File: src/rtl/adc_exp_pkg.sv
package adc_exp_pkg;

    localparam int CODE_W  = 10;
    localparam int OUT_W   = 16;
    localparam int FRAC_W  = 6;
    localparam int SEG_W   = CODE_W - FRAC_W;
    localparam int SEG_N   = 1 << SEG_W;
    localparam int TBL_N   = 1 << FRAC_W;
    localparam int SH_W    = $clog2(FRAC_W + 1);
    localparam int PROD_W  = OUT_W + FRAC_W;
    localparam int SUM_W   = PROD_W + 1;
    localparam logic [OUT_W-1:0] OUT_MAX = '1;

    typedef enum logic {
        MAP_INTERP = 1'b0,
        MAP_TABLE  = 1'b1
    } map_mode_e;

    typedef struct packed {
        map_mode_e               mode;
        logic [SEG_W-1:0]        seg;
        logic [OUT_W-1:0]        base;
        logic [PROD_W-1:0]       prod;
        logic [OUT_W-1:0]        entry;
    } prep_t;

    // Fractional power of two, fixed point with the top output bit as 1.0
    function automatic logic [OUT_W-1:0] frac_pow2(input int k);
        real scale;
        real v;
        scale = real'(longint'(1) << (OUT_W - 1));
        v = scale * (2.0 ** (real'(k) / real'(TBL_N)));
        return OUT_W'($rtoi(v + 0.5));
    endfunction

    // Shift split clamp: values beyond the fraction width act as the width
    function automatic logic [SH_W-1:0] clamp_shift(input logic [SH_W-1:0] s);
        return (int'(s) > FRAC_W) ? SH_W'(FRAC_W) : s;
    endfunction

endpackage

File: src/rtl/adc_exp_frac_rom.sv
module adc_exp_frac_rom
    import adc_exp_pkg::*;
(
    input  logic [FRAC_W-1:0] idx,
    output logic [OUT_W-1:0]  value
);

    logic [OUT_W-1:0] rom [TBL_N];

    for (genvar k = 0; k < TBL_N; k++) begin : g_entry
        assign rom[k] = frac_pow2(k);
    end

    assign value = rom[idx];

endmodule

File: src/rtl/adc_exp_prep.sv
module adc_exp_prep
    import adc_exp_pkg::*;
(
    input  logic              clk,
    input  logic              rst,
    input  logic              i_valid,
    input  map_mode_e         i_mode,
    input  logic [SH_W-1:0]   i_rise_sh,
    input  logic [CODE_W-1:0] i_code,
    output logic              o_valid,
    output prep_t             o_stage
);

    logic [SEG_W-1:0]  seg;
    logic [FRAC_W-1:0] off;
    logic [SH_W-1:0]   rs_eff;
    logic [SH_W-1:0]   os_eff;
    logic [OUT_W-1:0]  base;
    logic [OUT_W-1:0]  rise;
    logic [PROD_W-1:0] prod;
    logic [OUT_W-1:0]  entry;
    prep_t             nxt;

    assign seg    = i_code[CODE_W-1:FRAC_W];
    assign off    = i_code[FRAC_W-1:0];
    assign rs_eff = clamp_shift(i_rise_sh);
    assign os_eff = SH_W'(FRAC_W) - rs_eff;

    adc_exp_frac_rom u_rom (
        .idx   (off),
        .value (entry)
    );

    always_comb begin
        base = OUT_W'(1) << seg;
        // Span of a segment: next power of two minus this one, equal to base
        rise = base;
        prod = PROD_W'(rise >> rs_eff) * PROD_W'(off >> os_eff);
        nxt.mode  = i_mode;
        nxt.seg   = seg;
        nxt.base  = base;
        nxt.prod  = prod;
        nxt.entry = entry;
    end

    always_ff @(posedge clk) begin
        if (rst) begin
            o_valid <= 1'b0;
            o_stage <= '0;
        end else begin
            o_valid <= i_valid;
            if (i_valid) begin
                o_stage <= nxt;
            end
        end
    end

    // In-segment step stays below the segment floor
    assert_no_overflow_R7: assert property (@(posedge clk) disable iff (rst)
        (o_valid && o_stage.mode == MAP_INTERP) |-> (o_stage.prod < PROD_W'(o_stage.base)));

    // Table entry lies within one octave above the scale point
    assert_entry_octave_R5: assert property (@(posedge clk) disable iff (rst)
        (o_valid && o_stage.mode == MAP_TABLE) |-> o_stage.entry[OUT_W-1]);

endmodule

File: src/rtl/adc_exp_finish.sv
module adc_exp_finish
    import adc_exp_pkg::*;
(
    input  logic             clk,
    input  logic             rst,
    input  logic             i_valid,
    input  prep_t            i_stage,
    output logic             o_valid,
    output logic [OUT_W-1:0] o_data
);

    logic [SEG_W-1:0] shift;
    logic [OUT_W-1:0] tbl_val;
    logic [SUM_W-1:0] sum;
    logic [OUT_W-1:0] lin_val;
    logic [OUT_W-1:0] res;

    always_comb begin
        shift   = SEG_W'(SEG_N - 1) - i_stage.seg;
        tbl_val = i_stage.entry >> shift;
        sum     = SUM_W'(i_stage.base) + SUM_W'(i_stage.prod);
        lin_val = (sum > SUM_W'(OUT_MAX)) ? OUT_MAX : sum[OUT_W-1:0];
        res     = (i_stage.mode == MAP_TABLE) ? tbl_val : lin_val;
    end

    always_ff @(posedge clk) begin
        if (rst) begin
            o_valid <= 1'b0;
            o_data  <= '0;
        end else begin
            o_valid <= i_valid;
            if (i_valid) begin
                o_data <= res;
            end
        end
    end

    assert_seg_floor_R6: assert property (@(posedge clk) disable iff (rst)
        i_valid |=> ({1'b0, o_data} >= ((OUT_W+1)'(1) << $past(i_stage.seg))));

    assert_seg_ceiling_R10: assert property (@(posedge clk) disable iff (rst)
        (i_valid && i_stage.seg != SEG_W'(SEG_N - 1))
        |=> ({1'b0, o_data} < ((OUT_W+1)'(2) << $past(i_stage.seg))));

    assert_idle_hold_R8: assert property (@(posedge clk) disable iff (rst)
        !i_valid |=> $stable(o_data));

endmodule

File: src/rtl/adc_exp_mapper.sv
module adc_exp_mapper
    import adc_exp_pkg::*;
(
    input  logic              clk,
    input  logic              rst,
    input  logic              in_valid,
    input  logic              in_mode,
    input  logic [SH_W-1:0]   in_rise_shift,
    input  logic [CODE_W-1:0] in_code,
    output logic              out_valid,
    output logic [OUT_W-1:0]  out_result
);

    logic  mid_valid;
    prep_t mid_stage;

    adc_exp_prep u_prep (
        .clk       (clk),
        .rst       (rst),
        .i_valid   (in_valid),
        .i_mode    (map_mode_e'(in_mode)),
        .i_rise_sh (in_rise_shift),
        .i_code    (in_code),
        .o_valid   (mid_valid),
        .o_stage   (mid_stage)
    );

    adc_exp_finish u_finish (
        .clk     (clk),
        .rst     (rst),
        .i_valid (mid_valid),
        .i_stage (mid_stage),
        .o_valid (out_valid),
        .o_data  (out_result)
    );

    // Cycles since reset, saturating at two, so the latency check never
    // looks back past the reset
    logic [1:0] warm;
    always_ff @(posedge clk) begin
        if (rst) begin
            warm <= '0;
        end else if (warm != 2'd2) begin
            warm <= warm + 2'd1;
        end
    end

    assert_latency_R2: assert property (@(posedge clk) disable iff (rst)
        (warm == 2'd2) |-> (out_valid == $past(in_valid, 2)));

    assert_reset_quiet_R1: assert property (@(posedge clk)
        $past(rst) |-> (!out_valid && out_result == '0));

endmodule

File: config.mk
export PLATFORM = sky130hd
export DESIGN_NAME = adc_exp_mapper
export DESIGN_NICKNAME = d
export VERILOG_FILES = /design/src/rtl/adc_exp_pkg.sv /design/src/rtl/adc_exp_frac_rom.sv /design/src/rtl/adc_exp_prep.sv /design/src/rtl/adc_exp_finish.sv /design/src/rtl/adc_exp_mapper.sv
export SDC_FILE = /design/constraint.sdc
export NUM_CORES = 1
export LEC_CHECK = 0
export ABC_AREA = 1
export BUFFER_PORTS_ARGS = -buffer_cell sky130_fd_sc_hd__buf_2
export CAP_MARGIN = 20
export CORE_MARGIN = 2
export CORE_UTILIZATION = 40
export DETAILED_ROUTE_END_ITERATION = 10
export PLACE_DENSITY_LB_ADDON = 0.12
export SYNTH_ARGS = -nofsm -noshare
export SYNTH_HDL_FRONTEND = slang
export SYNTH_SLANG_ARGS = --single-unit
File: constraint.sdc
create_clock -name clk -period 6.15 [get_ports clk]
set_input_delay 0.615 -clock clk [delete_from_list [all_inputs] [get_ports clk]]
set_output_delay 0.615 -clock clk [all_outputs]
set_load 0.02 [all_outputs]
# [Word level (Yosys, flattened, before mapping)]
# Memories as Yosys holds them, arrays and structs flattened. A register that Yosys moved wholly into a read port is not among the register bits.
# Cells that the tools add are included.
[op_classes] mul=1 bitwise_logic=1 magnitude_cmp=2 n_mux=3 n_shift=4 addsub=3
[ops] op="$mux W16" count=2
[ops] op="$add A16 B22 Y23" count=1
[ops] op="$gt A23 B16 Y1 const B" count=1
[ops] op="$mul A22 B22 Y22" count=1
[ops] op="$shr A16 B3 Y22" count=1
[ops] op="$shr A6 B3 Y22" count=1
[ops] op="$shl A1 B4 Y16 const A" count=1
[ops] op="$shr A16 B4 Y16" count=1
[ops] op="$not A6 Y7" count=1
[ops] op="$sub A4 B4 Y4 const A" count=1
[ops] op="$gt A3 B3 Y1 const B" count=1
[ops] op="$mux W3" count=1
[ops] op="$sub A3 B3 Y3 const A" count=1
[word_totals] n_memories=1 rom_bits=1024 inputBits=17 regBits=61 elab_cells=22 output_inout_bits=17
[mem_list] name="(no name shown)" depth=64 width=16 rd=1 rd_ports_with_merged_regs=1 write_ports=0 line="adc_exp_frac_rom.sv:14" text="assign value = rom[idx];"

# [Longest topological paths before layout]
# Gate-level depths: netlist of the first run.
[logic_depth] ltp_word=5 mapped_depth=34 depth_no_buf=32

# [By module]
# A second synthesis of the first run with hierarchy kept.
[hier_totals] cells_unflattened=1747 area_unflattened_um2=11079.4
[modules_own_cells] mod="adc_exp_prep" n_inst=1 cells_per_inst=947 seq_area_each_um2=1201.2 area_each_um2=6760.2
[modules_own_cells] mod="adc_exp_finish" n_inst=1 cells_per_inst=493 seq_area_each_um2=340.3 area_each_um2=2753.9
[modules_own_cells] mod="adc_exp_frac_rom" n_inst=1 cells_per_inst=307 seq_area_each_um2=0.0 area_each_um2=1565.3

# [Worst setup path before layout of the first run]
# Ideal clock, no wire load.
[synth_path] path_kind="input -> register" startpoint="input in_rise_shift[2]" endpoint="register u_prep.o_stage[29] (netlist bit)" path_buffers=2 setup_time_ns=0.058 setup_slack_ns=-0.061 arrival_time_ns=6.153 t_required_ns=6.092 cell_stages=29 cell_sequence="nand2_1 > nand2_2 > inv_2 > buf_2 > ha_1 > inv_1 > nor3_1 > or2_2 > nand2_1 > inv_1 > buf_2 > nand2_1 > fa_1 > inv_1 > fa_1 > fa_1 > ha_1 > ha_1 > inv_1 > fa_1 > inv_1 > ha_1 > nand2_1 > nor4_1 > a21oi_1 > or2_2 > nand3_1 > o211ai_1 > inv_1"
[synth_between] elab_chain_cells=5 elab_cells_between_ends=6 classes_between="add/sub (1); mul (1); order compare (1); shift (2); mux (1)"
[synth_lines] item="start, declared" line="adc_exp_mapper.sv:8" text="input logic [SH_W-1:0] in_rise_shift,"
[synth_lines] item="$gt A3 B3 Y1" line="adc_exp_pkg.sv:38" text="return (int'(s) > FRAC_W) ? SH_W'(FRAC_W) : s;"
[synth_lines] item="$mux W3 *" line="adc_exp_pkg.sv:38"
[synth_lines] item="$sub A3 B3 Y3" line="adc_exp_prep.sv:27" text="assign os_eff = SH_W'(FRAC_W) - rs_eff;"
[synth_lines] item="$shr A6 B3 Y22" line="adc_exp_prep.sv:38" text="prod = PROD_W'(rise >> rs_eff) * PROD_W'(off >> os_eff);"
[synth_lines] item="$mul A22 B22 Y22 *" line="adc_exp_prep.sv:38"
[synth_lines] item="end signal, assigned" line="adc_exp_prep.sv:53" text="o_stage <= nxt;"
[synth_lines] item="end, declared" line="adc_exp_prep.sv:11" text="output prep_t o_stage"
# Mark *: on every way between the ends. The rest lies on a longest branch, timed or not.
# A chain may end at the register's enable or synchronous reset.

# [Worst setup path in the final report of the first run]
[layout_path] startpoint="input in_code[7]" endpoint="register u_prep.o_stage[27] (netlist bit)"
[layout_between] elab_chain_cells=3
[layout_lines] item="start, declared" line="adc_exp_mapper.sv:9" text="input logic [CODE_W-1:0] in_code,"
[layout_lines] item="$shl A1 B4 Y16" line="adc_exp_prep.sv:35" text="base = OUT_W'(1) << seg;"
[layout_lines] item="$shr A16 B3 Y22" line="adc_exp_prep.sv:38"
[layout_lines] item="$mul A22 B22 Y22" line="adc_exp_prep.sv:38"
# No other way between the ends.

==> results of run 1 <==
==> placed cells by master (no fill, tap or decap), types with 21 or more instances in the layout <==
master   synthesis  layout
nand3_1         93      92
nor2_1         179     168
buf_4            2     124
o21ai_1         21      21
fa_1            55      55
dfxtp_1         77      77
nand2_1        333     323
o21ai_0        140     134
a21oi_1        112     106
buf_2           14      31
inv_1          215     204
ha_1           125     116
==> final timing paths <==
kind	to	start	cells past startpoint	slack, ns
max	u_prep.o_stage[27]	in_code[7]	29	0.21
min	u_finish.o_data[4]	u_finish.o_data[4]	2	0.47
max reg2reg	u_finish.o_data[9]	u_prep.o_stage[16]	14	3.55
min reg2reg	u_finish.o_data[4]	u_finish.o_data[4]	2	0.47
==> per-layer routing <==
layer  part of all wire (%)  up-vias  track usage, %
li1                       -     5397               -
met1                     46     4987            32.2
met2                     48      237            41.9
met3                    4.2       35            2.59
met4                    1.3        2            4.19
met5                  0.042        -               0
==> flip-flops by register name, indices dropped and copies added (netlist names) <==
name / count
u_finish.o_data: 16
u_prep.o_stage: 59
u_prep.o_valid: 1
u_finish.o_valid: 1
==> what timing repair did <==
| item | in CTS | in global routing |
|---|---|---|
| endpoints found under the hold margin | 0 | 0 |
| hold buffers | 0 | 0 |
| endpoints found under the setup margin | 0 | 12 |
| setup buffers | 0 | 13 |
| resized for setup | 0 | 78 |
==> power breakdown <==
part	leakage, nW	switching (mW)	internal (mW)
Sequential	0.635	0.0382	0.540
Combinational	5.50	0.661	0.452
Clock	0.152	0.239	0.321
==> final cells by class <==
cell class	count	area share (%)
multi-input combinational	1218	65.0
sequential	77	12.6
timing repair buffer	159	9.32
inverter	229	7.12
tap	330	3.39
clock buffer	9	1.85
clock inverter	7	0.667
==> synth_stat cells (all sizes together) (2+ instances only) <==
cell type	number
xor2	15
o22ai	5
a31oi	15
o311ai	2
o21ai	164
a211oi	4
o31ai	4
nand3	97
o2111ai	3
clkinv	3
nor4	4
inv	226
mux2i	5
clkbuf	43
nor3	8
nand3b	3
buf	21
nand2	343
o211ai	13
xnor2	11
a21oi	113
nand4	10
o221ai	6
o21a	2
nor2	188
or2	11
ha	125
fa	55
dfxtp	77
o21bai	5
==> worst max-delay path, delay by kind of cell <==
kind	cells	cell delay [ns]
adder cells (fa/ha/maj)	7	2.87
multiplexers	1	0.20
AND/OR/NAND/NOR	5	0.65
buffers and inverters	10	1.06
AO/OA/AOI/OAI	5	0.63
XOR/XNOR	1	0.13
==> cell families after synthesis <==
kind of cell,synth area share (%)
AND/OR/NAND/NOR,27.3
buffers and inverters,11.0
AO/OA/AOI/OAI,18.2
XOR/XNOR,2.21
adder cells (fa/ha/maj),25.8
multiplexers,0.485
flip-flops,14.9
==> metrics by stage <==
stage / utilization (%) / std cells / setup TNS, ns
final: 48.3 / 2029 / 0
after global routing: 48.3 / 2029 / -0.720
after CTS: 46.7 / 2016 / 0
after detailed placement: 45.5 / 2000 / -1.45
after global placement: 45.5 / 2000 / -1.07
after floorplan: - / 1588 / 0
==> results.yml, run 1 <==
grt:
  grt_usage_pct: 23.9
  antenna_found_initial: 1
  grt_overflow_total: 0
  grt_max_degree: 68
  first_global_vias: 10370
  grt_pass1_wl_um: 52100
worst_setup_path:
  cp.arrival_ns: 6.17
  worstSetupPathType: "in -> reg"
  crit_fanout: 7
  max_stage_delay_ns: 0.57
  cp-start-kind: "input port"
  crit_path_end_kind: "flop"
  worst_ep_required_time_ns: 6.38
  worst_path_max_delay_cell: "fa_1"
clock_network:
  cts_sinks: 77
  cts-root-buf: "clkbuf_16"
  cts_buffers: 9
  h-tree-depth: 3
  cts_tree: "done"
  worstSkewPairLatency_ns: 0.34
  path_clk_slew_ns: 0.07
  clockBufferDepth: 2
sta:
  skew_ns: 0.0123
  finalCriticalPeriod_ns: 5.94
  tightest_slew_ns: 0.798
  setup_violations: 0
  max_freq_ghz: 0.168
  slew_headroom_pct: 46.4
  setup_ws_ns: 0.211
  whs_ns: 0.465
  drv_slew: 0
  period_share_pct: 96.6
  hold_viol_final: 0
synthesis:
  ys_ff_latch: 77
  syn_nets: 1785
  yosysUniqueCellTypes: 51
  synth-edff-count: 0
  synth_area_mm2: 0.0103
  synth_top_area_share_pct: 15.2
  ys_async_sr_fraction_pct: 0
  synthCells: 1588
  ys_seq_area_share_pct: 14.9
  yosys-top-cells-area: "ha_1 15%, dfxtp_1 15%, nand2_1 12%"
  ys.flop_type: "dfxtp_1"
  yosys.area.top_type: "ha_1"
  syn_avg_cell_area_um2: 6.50
  yosysWarningCount: 0
floorplanning:
  num_rows: 58
  core_mm2: 0.0253
  initial_core_util_pct: 40.9
  die_w_um: 165
  design.die.area_mm2: 0.0271
  die_h_um: 165
  pin_count: 34
power_and_ir_drop:
  p_leak_nw: 6.28
  vdd_drop_max_mv: 0.113
  p_total_mw: 2.25
  pwr_density_cell_mw_per_mm2: 185
final_layout:
  drive_gt1_share_pct: 16.8
  design_area_mm2: 0.0122
  fin_nets: 1891
  multi_input_area_mm2: 0.00793
  syn2layout_area_growth_pct: 18.1
  diodes: 0
  fillCellCount: 2657
  seqCellArea_mm2: 0.00154
routing:
  vias_per_cell: 5.25
  drc: 0
  avgRoutedWirePerCell_um: 15.4
  drt_iter0_markers: 785
  routed_wl_um: 31200
  firstDrtPassIters: 5
  ant_nets: 0
  vias: 10658
placement:
  port_buffers: 33
  dp_hpwl_um: 24800
  gp_congestion: 0.925
  place_ws_ns: -0.209
  placed_cell_area_mm2: 0.0115
job:
  maxCapViolCount: 0
hold_path:
  worstHoldPathType: "reg -> reg"
run_status:
  outcome: "complete, no violations"
Power figures use the tool's default switching activity.
==> inputs of run 2 (changes only) <==
--- a/config.mk
+++ b/config.mk
@@ -5,7 +5,6 @@
 export SDC_FILE = /design/constraint.sdc
 export NUM_CORES = 1
 export LEC_CHECK = 0
-export ABC_AREA = 1
 export BUFFER_PORTS_ARGS = -buffer_cell sky130_fd_sc_hd__buf_2
 export CAP_MARGIN = 20
 export CORE_MARGIN = 2
@@ -14,4 +13,5 @@
 export PLACE_DENSITY_LB_ADDON = 0.12
 export SYNTH_ARGS = -nofsm -noshare
 export SYNTH_HDL_FRONTEND = slang
+export SYNTH_HIERARCHICAL = 1
 export SYNTH_SLANG_ARGS = --single-unit
==> constraint.sdc (replaced) <==
create_clock -name clk -period 6.75 [get_ports clk]
set_input_delay 0.675 -clock clk [delete_from_list [all_inputs] [get_ports clk]]
set_output_delay 0.675 -clock clk [all_outputs]
set_load 0.02 [all_outputs]
==> run 2 against run 1 <==
The flow now finishes with violations (DRC); worst setup slack improved by 0.15 ns; final cell count decreased by 17%; sequential power decreased by 3.8%; clock power decreased by 8.9%; register-to-register slack got worse by 0.24 ns; non-clock buffer count decreased by 96; highest routed layer is now met4; power decreased by 17%; area after synthesis increased by 3.2%.
==> results.yml, run 2 <==
floorplanning:
  pin_count: 34
  initial_core_util_pct: 40.7
  design.die.area_mm2: 0.0279
  num_rows: 59
  die_h_um: 167
  core_mm2: 0.0261
  die_w_um: 167
grt:
  grt_pass1_wl_um: 46400
  antenna_found_initial: 0
  grt_usage_pct: 20.1
  grt_overflow_total: 0
  first_global_vias: 9038
  grt_max_degree: 81
synthesis:
  synth_top_area_share_pct: 14.8
  ys.flop_type: "dfxtp_1"
  synth_area_mm2: 0.0106
  yosys-top-cells-area: "ha_1 15%, dfxtp_1 14%, fa_1 10%"
  synth-edff-count: 0
  ys_seq_area_share_pct: 14.5
  yosysWarningCount: 6
  ys_async_sr_fraction_pct: 0
  syn_avg_cell_area_um2: 7.91
  yosysUniqueCellTypes: 94
  yosys.area.top_type: "ha_1"
  synth.most_common_cell: "ha_1"
  ys_ff_latch: 77
  synth_common_cells: "126 x ha_1, 120 x nor2_1, 119 x inv_1, 110 x nand2_1, 78 x a21oi_1"
  synthCells: 1346
final_layout:
  fillCellCount: 2731
  design_area_mm2: 0.0114
  final_common_cell: "ha_1"
  syn2layout_area_growth_pct: 6.63
  fin_util_pct: 43.4
  multi_input_area_mm2: 0.00825
  diodes: 0
  seqCellArea_mm2: 0.00154
  largest_reg_flops: 59
  final_cell_mix: "126 x ha_1, 120 x nor2_1, 119 x inv_1, 110 x nand2_1, 78 x a21oi_1"
  fin_nets: 1547
  reg.largest.list: "u_prep/o_stage x59, u_finish/o_data x16"
  drive_gt1_share_pct: 8.49
  top_register: "u_prep/o_stage"
run_status:
  outcome: "finished, violations left"
  violations: "DRC"
power_and_ir_drop:
  p_leak_nw: 5.43
  vdd_drop_max_mv: 0.0974
  pwr_density_cell_mw_per_mm2: 164
clock_network:
  post_cts_buffers: 0
  path_clk_slew_ns: 0.07
  cts_sinks: 77
  cts_buffers: 9
  cts_tree: "done"
  worstSkewPairLatency_ns: 0.34
  ctsResizeCount: 0
  cts-root-buf: "clkbuf_16"
  h-tree-depth: 3
  clockBufferDepth: 2
  ctsHoldBuffers: 0
worst_setup_path:
  crit_fanout: 22
  worstSetupPathType: "in -> reg"
  cp.arrival_ns: 6.63
  worst_ep_required_time_ns: 6.99
  crit_path_end_kind: "flop"
  cp-start-kind: "input port"
placement:
  placed_cell_area_mm2: 0.0110
  port_buffers: 33
  dp_hpwl_um: 21100
  gp_congestion: 0.886
sta:
  max_freq_ghz: 0.156
  finalCriticalPeriod_ns: 6.39
  slew_headroom_pct: 37.7
  tightest_slew_ns: 0.934
  hold_viol_final: 0
  setup_violations: 0
  period_share_pct: 94.7
  finalSetupTns_ns: 0
  rsz0062_at_grt: "no"
  drv_slew: 0
  skew_ns: 0.00481
routing:
  drt_iter0_markers: 679
  vias: 9452
  vias_per_cell: 5.60
  routed_wl_um: 27700
  firstDrtPassIters: 8
  ant_nets: 0
  avgRoutedWirePerCell_um: 16.4
  drc: 5
hold_path:
  worstHoldPathType: "reg -> reg"
job:
  maxCapViolCount: 0
==> run 2: cell types whose count changed after synthesis, sizes merged, moves of 54 or more <==
cell,change
nand3,-61
nand2b,+54
o21ai,-95
inv,-107
nand2,-232
nor2,-68
mux2i,+60
==> run 2: cell type report <==
type	instances	area share (%)
clock inverters	7	0.705
flip-flops and latches	77	13.6
well taps	335	3.69
clock buffers	9	1.98
inverters	120	3.97
repair buffers	63	3.44
multi-input cells	1078	72.6
==> run 2: cells by family after synthesis <==
| family | share of synthesized area [%] |
|---|---|
| other cells | 0.106 |
| mux | 8.16 |
| flops | 14.5 |
| compound gates | 20.4 |
| xor+xnor | 2.47 |
| buf+inv | 8.74 |
| fa+ha+maj | 25.1 |
| simple gates | 20.4 |
==> run 2: path summary, 6_finish.rpt <==
kind                                         start            endpoint  slack, ns  cells past startpoint
worst max-delay path              in_rise_shift[0]  u_prep/o_stage[30]       0.36                     23
worst min-delay path            u_finish/o_data[4]  u_finish/o_data[4]       0.46                      2
worst max register to register  u_prep/o_stage[16]  u_finish/o_data[4]       3.31                     10
worst min register to register  u_finish/o_data[4]  u_finish/o_data[4]       0.46                      2
==> run 2: critical path, stage by stage <==
cell      delay (ns)
buf_2           0.33
nand2b_1        0.21
a31oi_1         0.23
o22ai_1         0.12
a32oi_1         0.42
o22ai_1         0.20
nand2_1         0.13
fa_1            0.46
fa_1            0.56
inv_1           0.05
fa_1            0.44
ha_1            0.29
ha_1            0.27
inv_1           0.05
fa_1            0.53
inv_1           0.04
ha_1            0.30
a21o_1          0.18
a21o_1          0.17
a21o_1          0.21
o211a_1         0.22
or3_1           0.31
a32o_1          0.24
==> run 2: through the flow <==
| step | worst slack, ns | hold slack, ns | total power [mW] | cells |
|---|---|---|---|---|
| after floorplan | 0.540 | 0.448 | 1.17 | 1365 |
| after global placement | 0.124 | 0.449 | 1.32 | 1673 |
| after detailed placement | 0.0711 | 0.453 | 1.33 | 1673 |
| after CTS | 0.410 | 0.462 | 1.84 | 1689 |
| after global routing | 0.00206 | 0.492 | 2.01 | 1689 |
| final | 0.357 | 0.459 | 1.87 | 1689 |
==> run 2: routing by layer <==
layer | vias to the layer above | global-route usage [%] | wire length (um)
li1 | 4722 | - | -
met2 | 169 | 34.3 | 13000
met5 | - | 0 | 0
met3 | 27 | 1.77 | 869
met1 | 4534 | 27.6 | 13300
met4 | 0 | 4.80 | 460
==> run 2: report_power, final <==
part / internal, mW / switching [mW] / leakage, nW
registers: 0.498 / 0.0584 / 0.631
clock network: 0.293 / 0.217 / 0.149
logic: 0.321 / 0.480 / 4.65
total: 1.11 / 0.756 / 5.43
==> inputs of run 3 (changes only) <==
==> constraint.sdc (replaced) <==
create_clock -name clk -period 6.75 [get_ports clk]
set_input_delay 1.6875 -clock clk [delete_from_list [all_inputs] [get_ports clk]]
set_output_delay 1.6875 -clock clk [all_outputs]
set_load 0.02 [all_outputs]
==> run 3 against run 2 <==
The flow finishes with violations (DRC, setup timing); non-clock buffer count increased by 131; utilization increased by 6.0 points; die area unchanged; global-route usage increased by 0.55 points; clock-buffer cell count unchanged; worst hold slack improved by 0.0068 ns; sequential share of layout area decreased by 1.7 points; critical path type unchanged; largest cell class unchanged; largest power group unchanged.
==> results.yml, run 3 (synthesis gave the netlist of run 2 again) <==
sta:
  max_freq_ghz: 0.148
  hold_viol_final: 0
  drv_slew: 0
  slew_headroom_pct: 37.1
  finalCriticalPeriod_ns: 6.77
  period_share_pct: 100
  skew_ns: 0.00659
  finalSetupTns_ns: -0.0183
  rsz0062_at_grt: "yes"
  tightest_slew_ns: 0.943
  setup_ws_ns: -0.0183
  setup_violations: 1
placement:
  gp_congestion: 0.885
  dp_hpwl_um: 22000
  port_buffers: 33
  dp_cells: 1787
worst_setup_path:
  crit_path_end_kind: "flop"
  worst_path_max_delay_cell: "fa_1"
  worst_ep_required_time_ns: 7.00
  cp-start-kind: "input port"
  cp.arrival_ns: 7.02
  crit_fanout: 8
  worst-path-stages: 24
  max_stage_delay_ns: 0.53
  cpMostUsedCell: "fa_1"
  worstSetupPathType: "in -> reg"
  rr_worst_depth: 10
  worstPathCellList: "buf_12 -> nand2b_4 -> buf_4 -> a31oi_1 -> o22ai_1 -> a32oi_2 -> o22ai_2 -> nand2_1 -> fa_1 -> fa_1 -> inv_1 -> fa_1 -> ha_4 -> ha_4 -> inv_2 -> fa_1 -> inv_2 -> ha_4 -> a21o_1 -> a21o_1 -> a21o_1 -> o211a_1 -> or3_4 -> a32o_1"
  critPathTopFamily: "adder cells"
  crit_buf_inv: 5
hold_path:
  worstHoldPathType: "reg -> reg"
  min_path_cells: 2
clock_network:
  cts-root-buf: "clkbuf_16"
  cts_sinks: 77
  clockBufferDepth: 2
  ctsHoldBuffers: 0
  cts_buffers: 9
  path_clk_slew_ns: 0.07
  cts_tree: "done"
  worstSkewPairLatency_ns: 0.35
  h-tree-depth: 3
floorplanning:
  die_h_um: 167
  initial_core_util_pct: 40.7
  pin_count: 34
  die_w_um: 167
  core_mm2: 0.0261
  num_rows: 59
  design.die.area_mm2: 0.0279
power_and_ir_drop:
  p_leak_nw: 6.15
  vdd_drop_max_mv: 0.113
  pwr_density_cell_mw_per_mm2: 152
routing:
  vias_per_cell: 5.45
  firstDrtPassIters: 8
  drc: 3
  routed_wl_um: 28800
  avgRoutedWirePerCell_um: 15.8
  drt_iter0_markers: 686
  ant_nets: 0
  vias: 9910
final_layout:
  final_cell_mix: "150 x buf_4, 117 x nor2_1, 114 x ha_1, 109 x inv_1, 103 x nand2_1"
  top_register: "u_prep/o_stage"
  drive_gt1_share_pct: 21.6
  diodes: 0
  reg.largest.list: "u_prep/o_stage x59, u_finish/o_data x16"
  largest_reg_flops: 59
  syn2layout_area_growth_pct: 21.4
  layout.cells.non_filler: 1820
  final_common_cell: "buf_4"
  fin_nets: 1678
  fillCellCount: 2591
grt:
  antenna_found_initial: 0
  grt_usage_pct: 20.7
  first_global_vias: 9560
  grt_overflow_total: 0
  grt_max_degree: 80
  grt_pass1_wl_um: 48300
run_status:
  outcome: "finished, violations left"
  violations: "DRC, setup timing"
job:
  maxCapViolCount: 0
[run 3: cell count changes in the layout (fill, tap and decap cells not counted), moves of 5 or more]
cell,change
ha_4,+12
nand2_1,-7
inv_1,-10
nor2b_1,-6
o21ai_0,-6
nand2_2,+6
inv_2,+10
buf_6,+14
a21oi_1,-5
ha_1,-12
buf_2,-6
buf_4,+120
[run 3: layer usage]
| metal | GRT usage, % | wire length [um] | vias up |
|---|---|---|---|
| met5 | 0 | 0 | - |
| met2 | 34.7 | 13600 | 181 |
| met3 | 1.63 | 817 | 26 |
| li1 | - | - | 4985 |
| met1 | 28.8 | 13900 | 4718 |
| met4 | 5.26 | 459 | 0 |
[run 3: what timing repair did]
action / in CTS / in global routing
endpoints found under the setup margin: 8 / 10
buffers inserted: 8 / 9
gates cloned: 0 / 0
pin swaps: 14 / 40
resized for setup: 26 / 96
[run 3: where the power goes]
group	internal [mW]	switching, mW	leakage (nW)
Sequential	0.498	0.0581	0.631
Clock	0.291	0.213	0.143
Combinational	0.397	0.514	5.37
[run 3: final timing paths]
path,from,end,slack [ns]
worst max-delay path,in_rise_shift[2],u_prep/o_stage[30],-0.02
worst min-delay path,u_finish/o_data[4],u_finish/o_data[4],0.47
worst max register to register,u_prep/o_stage[16],u_finish/o_data[4],3.43
worst min register to register,u_finish/o_data[4],u_finish/o_data[4],0.47
[run 3: final cells by class]
type	count	area, um^2	area share (%)
Clock inverter	7	80.1	0.619
Tap cell	335	419	3.24
Sequential cell	77	1540	11.9
Multi-Input combinational cell	1078	8740	67.6
Timing Repair Buffer	194	1470	11.4
Clock buffer	9	225	1.74
Inverter	120	450	3.48
[run 3: worst reg2reg max path: stages (launching register included)]
cell	delay, ns
dfxtp_1	0.34
ha_1	0.23
fa_1	0.43
a211oi_2	0.28
nor4_2	0.09
a211oi_2	0.45
or4b_1	0.19
o2111ai_1	0.12
a2111o_1	0.55
o31ai_1	0.41
a21oi_1	0.11
[run 3: through the flow]
stage,setup slack [ns],util (%),hold WS [ns],instance area [um^2],power [mW]
2_1_floorplan,-0.227,-,0.447,10800,1.18
3_3_place_gp,-0.656,45.8,0.449,12000,1.39
3_5_place_dp,-0.632,45.8,0.454,12000,1.39
4_1_cts,-0.0557,47.7,0.463,12500,1.91
5_1_grt,-0.207,49.5,0.495,12900,2.12
6_report,-0.0183,49.5,0.466,12900,1.97
